## config.mk

```make
export PLATFORM = sky130hd
export DESIGN_NAME = dmae_channel
export DESIGN_NICKNAME = d
export VERILOG_FILES = /design/src/rtl/dmae_pkg.sv /design/src/rtl/dmae_count_load.sv /design/src/rtl/dmae_addr_step.sv /design/src/rtl/dmae_channel.sv
export SDC_FILE = /design/constraint.sdc
export NUM_CORES = 1
export LEC_CHECK = 0
export CAP_MARGIN = 20
export CELL_PAD_IN_SITES_DETAIL_PLACEMENT = 1
export CELL_PAD_IN_SITES_GLOBAL_PLACEMENT = 1
export CORE_AREA = 2 2 215 217
export DETAILED_ROUTE_END_ITERATION = 6
export DIE_AREA = 0 0 217 219
export GPL_TIMING_DRIVEN = 0
export HOLD_SLACK_MARGIN = 0.15
export PLACE_DENSITY = 0.57
export SYNTH_ARGS = -nofsm -noshare
export SYNTH_HDL_FRONTEND = slang
export SYNTH_HIERARCHICAL = 1
export SYNTH_SLANG_ARGS = --single-unit
```

## constraint.sdc

```tcl
create_clock -name clk -period 5.2 [get_ports clk]
set_input_delay 0.52 -clock clk [delete_from_list [all_inputs] [get_ports clk]]
set_output_delay 0.52 -clock clk [all_outputs]
set_load 0.005 [all_outputs]
```

## src/rtl/dmae_pkg.sv

```systemverilog
package dmae_pkg;

    typedef enum logic [1:0] {
        ST_IDLE = 2'd0,
        ST_DLY  = 2'd1,
        ST_RD   = 2'd2,
        ST_WR   = 2'd3
    } dmae_state_e;

    localparam logic [1:0] SEL_SRC  = 2'd0;
    localparam logic [1:0] SEL_DST  = 2'd1;
    localparam logic [1:0] SEL_CNT  = 2'd2;
    localparam logic [1:0] SEL_CTRL = 2'd3;

    localparam int CB_DSTEP = 5;
    localparam int CB_SSTEP = 7;
    localparam int CB_RPT   = 9;
    localparam int CB_WORD  = 10;
    localparam int CB_IRQ   = 14;
    localparam int CB_EN    = 15;

    localparam logic [1:0] STEP_INC  = 2'd0;
    localparam logic [1:0] STEP_DEC  = 2'd1;
    localparam logic [1:0] STEP_HOLD = 2'd2;
    localparam logic [1:0] STEP_ALT  = 2'd3;

endpackage

```

## src/rtl/dmae_count_load.sv

```systemverilog
module dmae_count_load #(
    parameter int CNT_W = 16
) (
    input  logic [CNT_W-1:0] cnt_prog,
    output logic [CNT_W:0]   cnt_eff
);
    // A zero count stands for the largest count the channel can express.
    always_comb begin
        if (cnt_prog == '0) begin
            cnt_eff = {1'b1, {CNT_W{1'b0}}};
        end else begin
            cnt_eff = {1'b0, cnt_prog};
        end
    end
endmodule

```

## src/rtl/dmae_addr_step.sv

```systemverilog
module dmae_addr_step
    import dmae_pkg::*;
#(
    parameter int AW     = 32,
    parameter bit IS_DST = 1'b0
) (
    input  logic [AW-1:0] addr,
    input  logic [1:0]    mode,
    input  logic          word,
    output logic [AW-1:0] addr_nx
);
    logic [AW-1:0] delta;
    logic [AW-1:0] alt_nx;

    assign delta = word ? AW'(4) : AW'(2);

    // Code 3 differs between the two address paths.
    generate
        if (IS_DST) begin : g_dst_alt
            assign alt_nx = addr + delta;
        end else begin : g_src_alt
            assign alt_nx = addr;
        end
    endgenerate

    always_comb begin
        case (mode)
            STEP_INC:  addr_nx = addr + delta;
            STEP_DEC:  addr_nx = addr - delta;
            STEP_HOLD: addr_nx = addr;
            default:   addr_nx = alt_nx;
        endcase
    end
endmodule

```

## src/rtl/dmae_channel.sv

```systemverilog
module dmae_channel
    import dmae_pkg::*;
#(
    parameter int AW        = 32,
    parameter int CNT_W     = 16,
    parameter int START_DLY = 2
) (
    input  logic          clk,
    input  logic          rst_n,
    input  logic          reg_we,
    input  logic [1:0]    reg_sel,
    input  logic [31:0]   reg_wdata,
    input  logic          trig,
    output logic [15:0]   ctrl_rd,
    output logic          mem_req,
    output logic          mem_we,
    output logic          mem_word,
    output logic [AW-1:0] mem_addr,
    output logic [31:0]   mem_wdata,
    input  logic          mem_ack,
    input  logic [31:0]   mem_rdata,
    output logic          busy,
    output logic          irq
);
    localparam int CW = CNT_W + 1;
    localparam int DW = (START_DLY > 1) ? $clog2(START_DLY) : 1;

    typedef struct packed {
        dmae_state_e    st;
        logic [AW-1:0]  src_p;
        logic [AW-1:0]  dst_p;
        logic [CNT_W-1:0] cnt_p;
        logic [15:0]    ctrl;
        logic [AW-1:0]  src_w;
        logic [AW-1:0]  dst_w;
        logic [CW-1:0]  cnt_w;
        logic [31:0]    data;
        logic [DW-1:0]  dly;
        logic           irq;
    } regs_t;

    regs_t r_q, r_d;

    logic [CW-1:0] cnt_eff;
    logic [AW-1:0] src_nx, dst_nx, acc_addr;
    logic          word_mode;
    logic          idle, full_start, rpt_start;

    assign word_mode = r_q.ctrl[CB_WORD];

    dmae_count_load #(.CNT_W(CNT_W)) u_cnt (
        .cnt_prog (r_q.cnt_p),
        .cnt_eff  (cnt_eff)
    );

    dmae_addr_step #(.AW(AW), .IS_DST(1'b0)) u_src_step (
        .addr    (r_q.src_w),
        .mode    (r_q.ctrl[CB_SSTEP +: 2]),
        .word    (word_mode),
        .addr_nx (src_nx)
    );

    dmae_addr_step #(.AW(AW), .IS_DST(1'b1)) u_dst_step (
        .addr    (r_q.dst_w),
        .mode    (r_q.ctrl[CB_DSTEP +: 2]),
        .word    (word_mode),
        .addr_nx (dst_nx)
    );

    assign idle       = (r_q.st == ST_IDLE);
    assign full_start = idle && reg_we && (reg_sel == SEL_CTRL) &&
                        reg_wdata[CB_EN] && !r_q.ctrl[CB_EN];
    assign rpt_start  = idle && trig && r_q.ctrl[CB_EN] && r_q.ctrl[CB_RPT];

    always_comb begin
        r_d     = r_q;
        r_d.irq = 1'b0;

        if (reg_we) begin
            case (reg_sel)
                SEL_SRC: r_d.src_p = reg_wdata[AW-1:0];
                SEL_DST: r_d.dst_p = reg_wdata[AW-1:0];
                SEL_CNT: r_d.cnt_p = reg_wdata[CNT_W-1:0];
                default: begin
                    if (idle && !rpt_start) begin
                        r_d.ctrl = reg_wdata[15:0];
                    end
                end
            endcase
        end

        if (full_start) begin
            r_d.src_w = r_q.src_p;
            r_d.dst_w = r_q.dst_p;
            r_d.cnt_w = cnt_eff;
            r_d.dly   = '0;
            r_d.st    = ST_DLY;
        end else if (rpt_start) begin
            r_d.cnt_w = cnt_eff;
            if (r_q.ctrl[CB_DSTEP +: 2] == STEP_ALT) begin
                r_d.dst_w = r_q.dst_p;
            end
            r_d.dly = '0;
            r_d.st  = ST_DLY;
        end

        case (r_q.st)
            ST_DLY: begin
                if (r_q.dly == DW'(START_DLY - 1)) begin
                    r_d.st = ST_RD;
                end else begin
                    r_d.dly = r_q.dly + 1'b1;
                end
            end
            ST_RD: begin
                if (mem_ack) begin
                    r_d.data = word_mode ? mem_rdata : {16'h0000, mem_rdata[15:0]};
                    r_d.st   = ST_WR;
                end
            end
            ST_WR: begin
                if (mem_ack) begin
                    r_d.src_w = src_nx;
                    r_d.dst_w = dst_nx;
                    r_d.cnt_w = r_q.cnt_w - 1'b1;
                    if (r_q.cnt_w == CW'(1)) begin
                        r_d.st = ST_IDLE;
                        r_d.irq = r_q.ctrl[CB_IRQ];
                        if (!r_q.ctrl[CB_RPT]) begin
                            r_d.ctrl[CB_EN] = 1'b0;
                        end
                    end else begin
                        r_d.st = ST_RD;
                    end
                end
            end
            default: ;
        endcase
    end

    always_ff @(posedge clk) begin
        if (!rst_n) begin
            r_q <= '0;
        end else begin
            r_q <= r_d;
        end
    end

    assign acc_addr  = (r_q.st == ST_WR) ? r_q.dst_w : r_q.src_w;
    assign mem_addr  = word_mode ? {acc_addr[AW-1:2], 2'b00} : {acc_addr[AW-1:1], 1'b0};
    assign mem_req   = (r_q.st == ST_RD) || (r_q.st == ST_WR);
    assign mem_we    = (r_q.st == ST_WR);
    assign mem_word  = word_mode;
    assign mem_wdata = r_q.data;
    assign busy      = !idle;
    assign irq       = r_q.irq;
    assign ctrl_rd   = r_q.ctrl;

endmodule

```

==> flow_metrics.tcl <==
set metrics [dict create \
    r2r_end "r_q[79]" \
    cp_data_required_time_ns 5.67 \
    finish.utilization_pct 36.5 \
    p_per_area_nw_per_um2 247 \
    wl_um 57300 \
    max-slew-margin-rel_pct 33.1 \
    antenna_cells 0 \
    syn_inst 1827 \
    rows 78 \
    syn_area_sq_um 13200 \
    antenna_found_initial 0 \
    layout-drive-gt1-share_pct 11.8 \
    rsz0062_at_grt "false" \
    die_height_um 219 \
    setup_violations 0 \
    met2RoutedLength_um 26800 \
    die_area_sq_um 47500 \
    cp_max_fo 15 \
    numCtsBuffers 26 \
    drv_slew 0 \
    min_period_ns 4.73 \
    synth_nets 1906 \
    ant_nets 0 \
    setup_tns_ns 0 \
    vias_per_cell 5.31 \
    met3_length_um 2000 \
    hold_class "reg2reg" \
    fin_hold_ws_ns 0.452 \
    top_layer "met4" \
    fin_skew_ns 0.0402 \
    placed_area_sq_um 15500 \
    p_leak_nw 5.97 \
    coreArea_sq_um 45100 \
    cts.sinks 209 \
    worst_slew_pin_slew_ns 0.997 \
    htreeDepth 1 \
    worstRegToRegCells 14 \
    min_path_cells 2 \
    ios 156 \
    grt_pass1_vias 14400 \
    cp.arrival_ns 5.20 \
    dr_total_vias 13900 \
    wl_per_cell_um 21.8 \
    ys.warnings.count 6 \
    gp_congestion 0.874 \
    io_buffers 153 \
    cts_buffer_depth 3 \
    cts_tree "done" \
    vdd_drop_max_uv 223 \
    r2r-start "ctrl_rd[6]" \
    start_kind "flop" \
    grt_use_total_pct 23.7 \
    final_area_sq_um 16400 \
    area_growth_syn_to_layout_pct 24.3 \
    reg2reg_slack_ns 0.47 \
    cap_violations 0 \
    hpwl_um 44700 \
    min_from "mem_wdata[29]" \
    min_period_over_period_pct 91.0 \
    grt_pass1_wl_um 86800 \
    dpl.cell_count 2580 \
    grt-ovfl-total 0 \
    clkTransAtPathRegs_ns 0.06 \
    hold_end "mem_wdata[29]" \
    first_pass_iters 5 \
    hold_violations 0 \
    end_kind "flop" \
    initial_core_util_pct 29.3 \
    fmax_mhz 211 \
    first_iter_violations 873 \
    avgSynthCellArea_sq_um 7.24 \
    clk_latency_ns 0.57 \
    met1_length_um 27600 \
    grt_max_degree 16 \
    fin_nets 2087 \
    die_width_um 217 \
    critical_path_class "reg2reg" \
    instances_no_fill 2628 \
    drcViolationCount 0 \
    clock-root-buffer "clkbuf_16" \
    status "complete, no violations" \
]
where the power goes:
part	internal [W]	switching (W)	leakage, nW
sequential	0.00164	0.0000344	1.69
clock	0.00118	0.000785	0.456
combinational	0.000164	0.000260	3.83
worst max path at each step:
stage | endpoint | cells past startpoint | from | slack (ns)
global route | r_q[79] | 14 | ctrl_rd[6] | 0.07
global placement | r_q[69] | 14 | ctrl_rd[6] | -0.42
CTS | r_q[79] | 14 | ctrl_rd[6] | 0.48
detailed placement | r_q[69] | 14 | ctrl_rd[6] | -0.39
floorplan | r_q[81] | 14 | ctrl_rd[6] | 1.53
finish | r_q[79] | 14 | ctrl_rd[6] | 0.47
through the flow:
stage | power [W] | setup WS (ns)
after floorplan | 0.00193 | 1.53
after global placement | 0.00212 | -0.421
after detailed placement | 0.00213 | -0.395
after CTS | 0.00410 | 0.484
after global routing | 0.00421 | 0.0704
final | 0.00406 | 0.470
state kept, by name, indices dropped and copies added, names as in the netlist:
name       count
irq            1
r_q          160
mem_wdata     32
ctrl_rd       16
metal layers:
metal,vias to the layer above,track usage [%]
li1,6732,-
met1,6894,33.0
met2,265,39.7
met3,57,2.56
met4,0,4.41
met5,-,0
repair_timing:
action / CTS / global route
hold buffers: 0 / 0
setup endpoints to repair: 15 / 0
buffers inserted: 1 / 0
resized for setup: 1 / 0
cells in the final DEF, fill, tap and decap left out, types with 19 or more instances in the layout:
cell             count
nand2_1            384
dfxtp_1            209
a21oi_1            186
clkdlybuf4s50_1    153
nor2_1             145
clkbuf_1           118
nor3_1              79
nand3_1             66
buf_4               57
o21ai_0             57
xor2_1              37
a311oi_1            31
mux2_2              30
nor4_1              30
nor3_2              29
mux2i_1             29
buf_2               28
clkbuf_16           26
xnor2_1             24
or3_1               19
cell type report:
type	count	area, sq um
sequential	209	4180
multi-input combinational	1384	7880
clock buffer	32	713
buffer	219	1110
timing repair buffer	154	1540
tap	600	751
inverter	14	52.6
clock inverter	16	214
fill	5578	28600
critical path, cell delays in order, from the launching register on:
cell,delay (ns)
dfxtp_1,0.72
nand2b_4,0.39
clkbuf_2,0.32
buf_2,0.36
nor2_1,0.08
ha_1,0.30
or3_1,0.39
clkbuf_1,0.18
nor4b_1,0.58
a21oi_1,0.21
o21a_1,0.24
o311ai_1,0.36
xor2_1,0.18
o21ai_0,0.11
a31oi_1,0.18
Note: power is estimated with default switching activity, not from simulation.
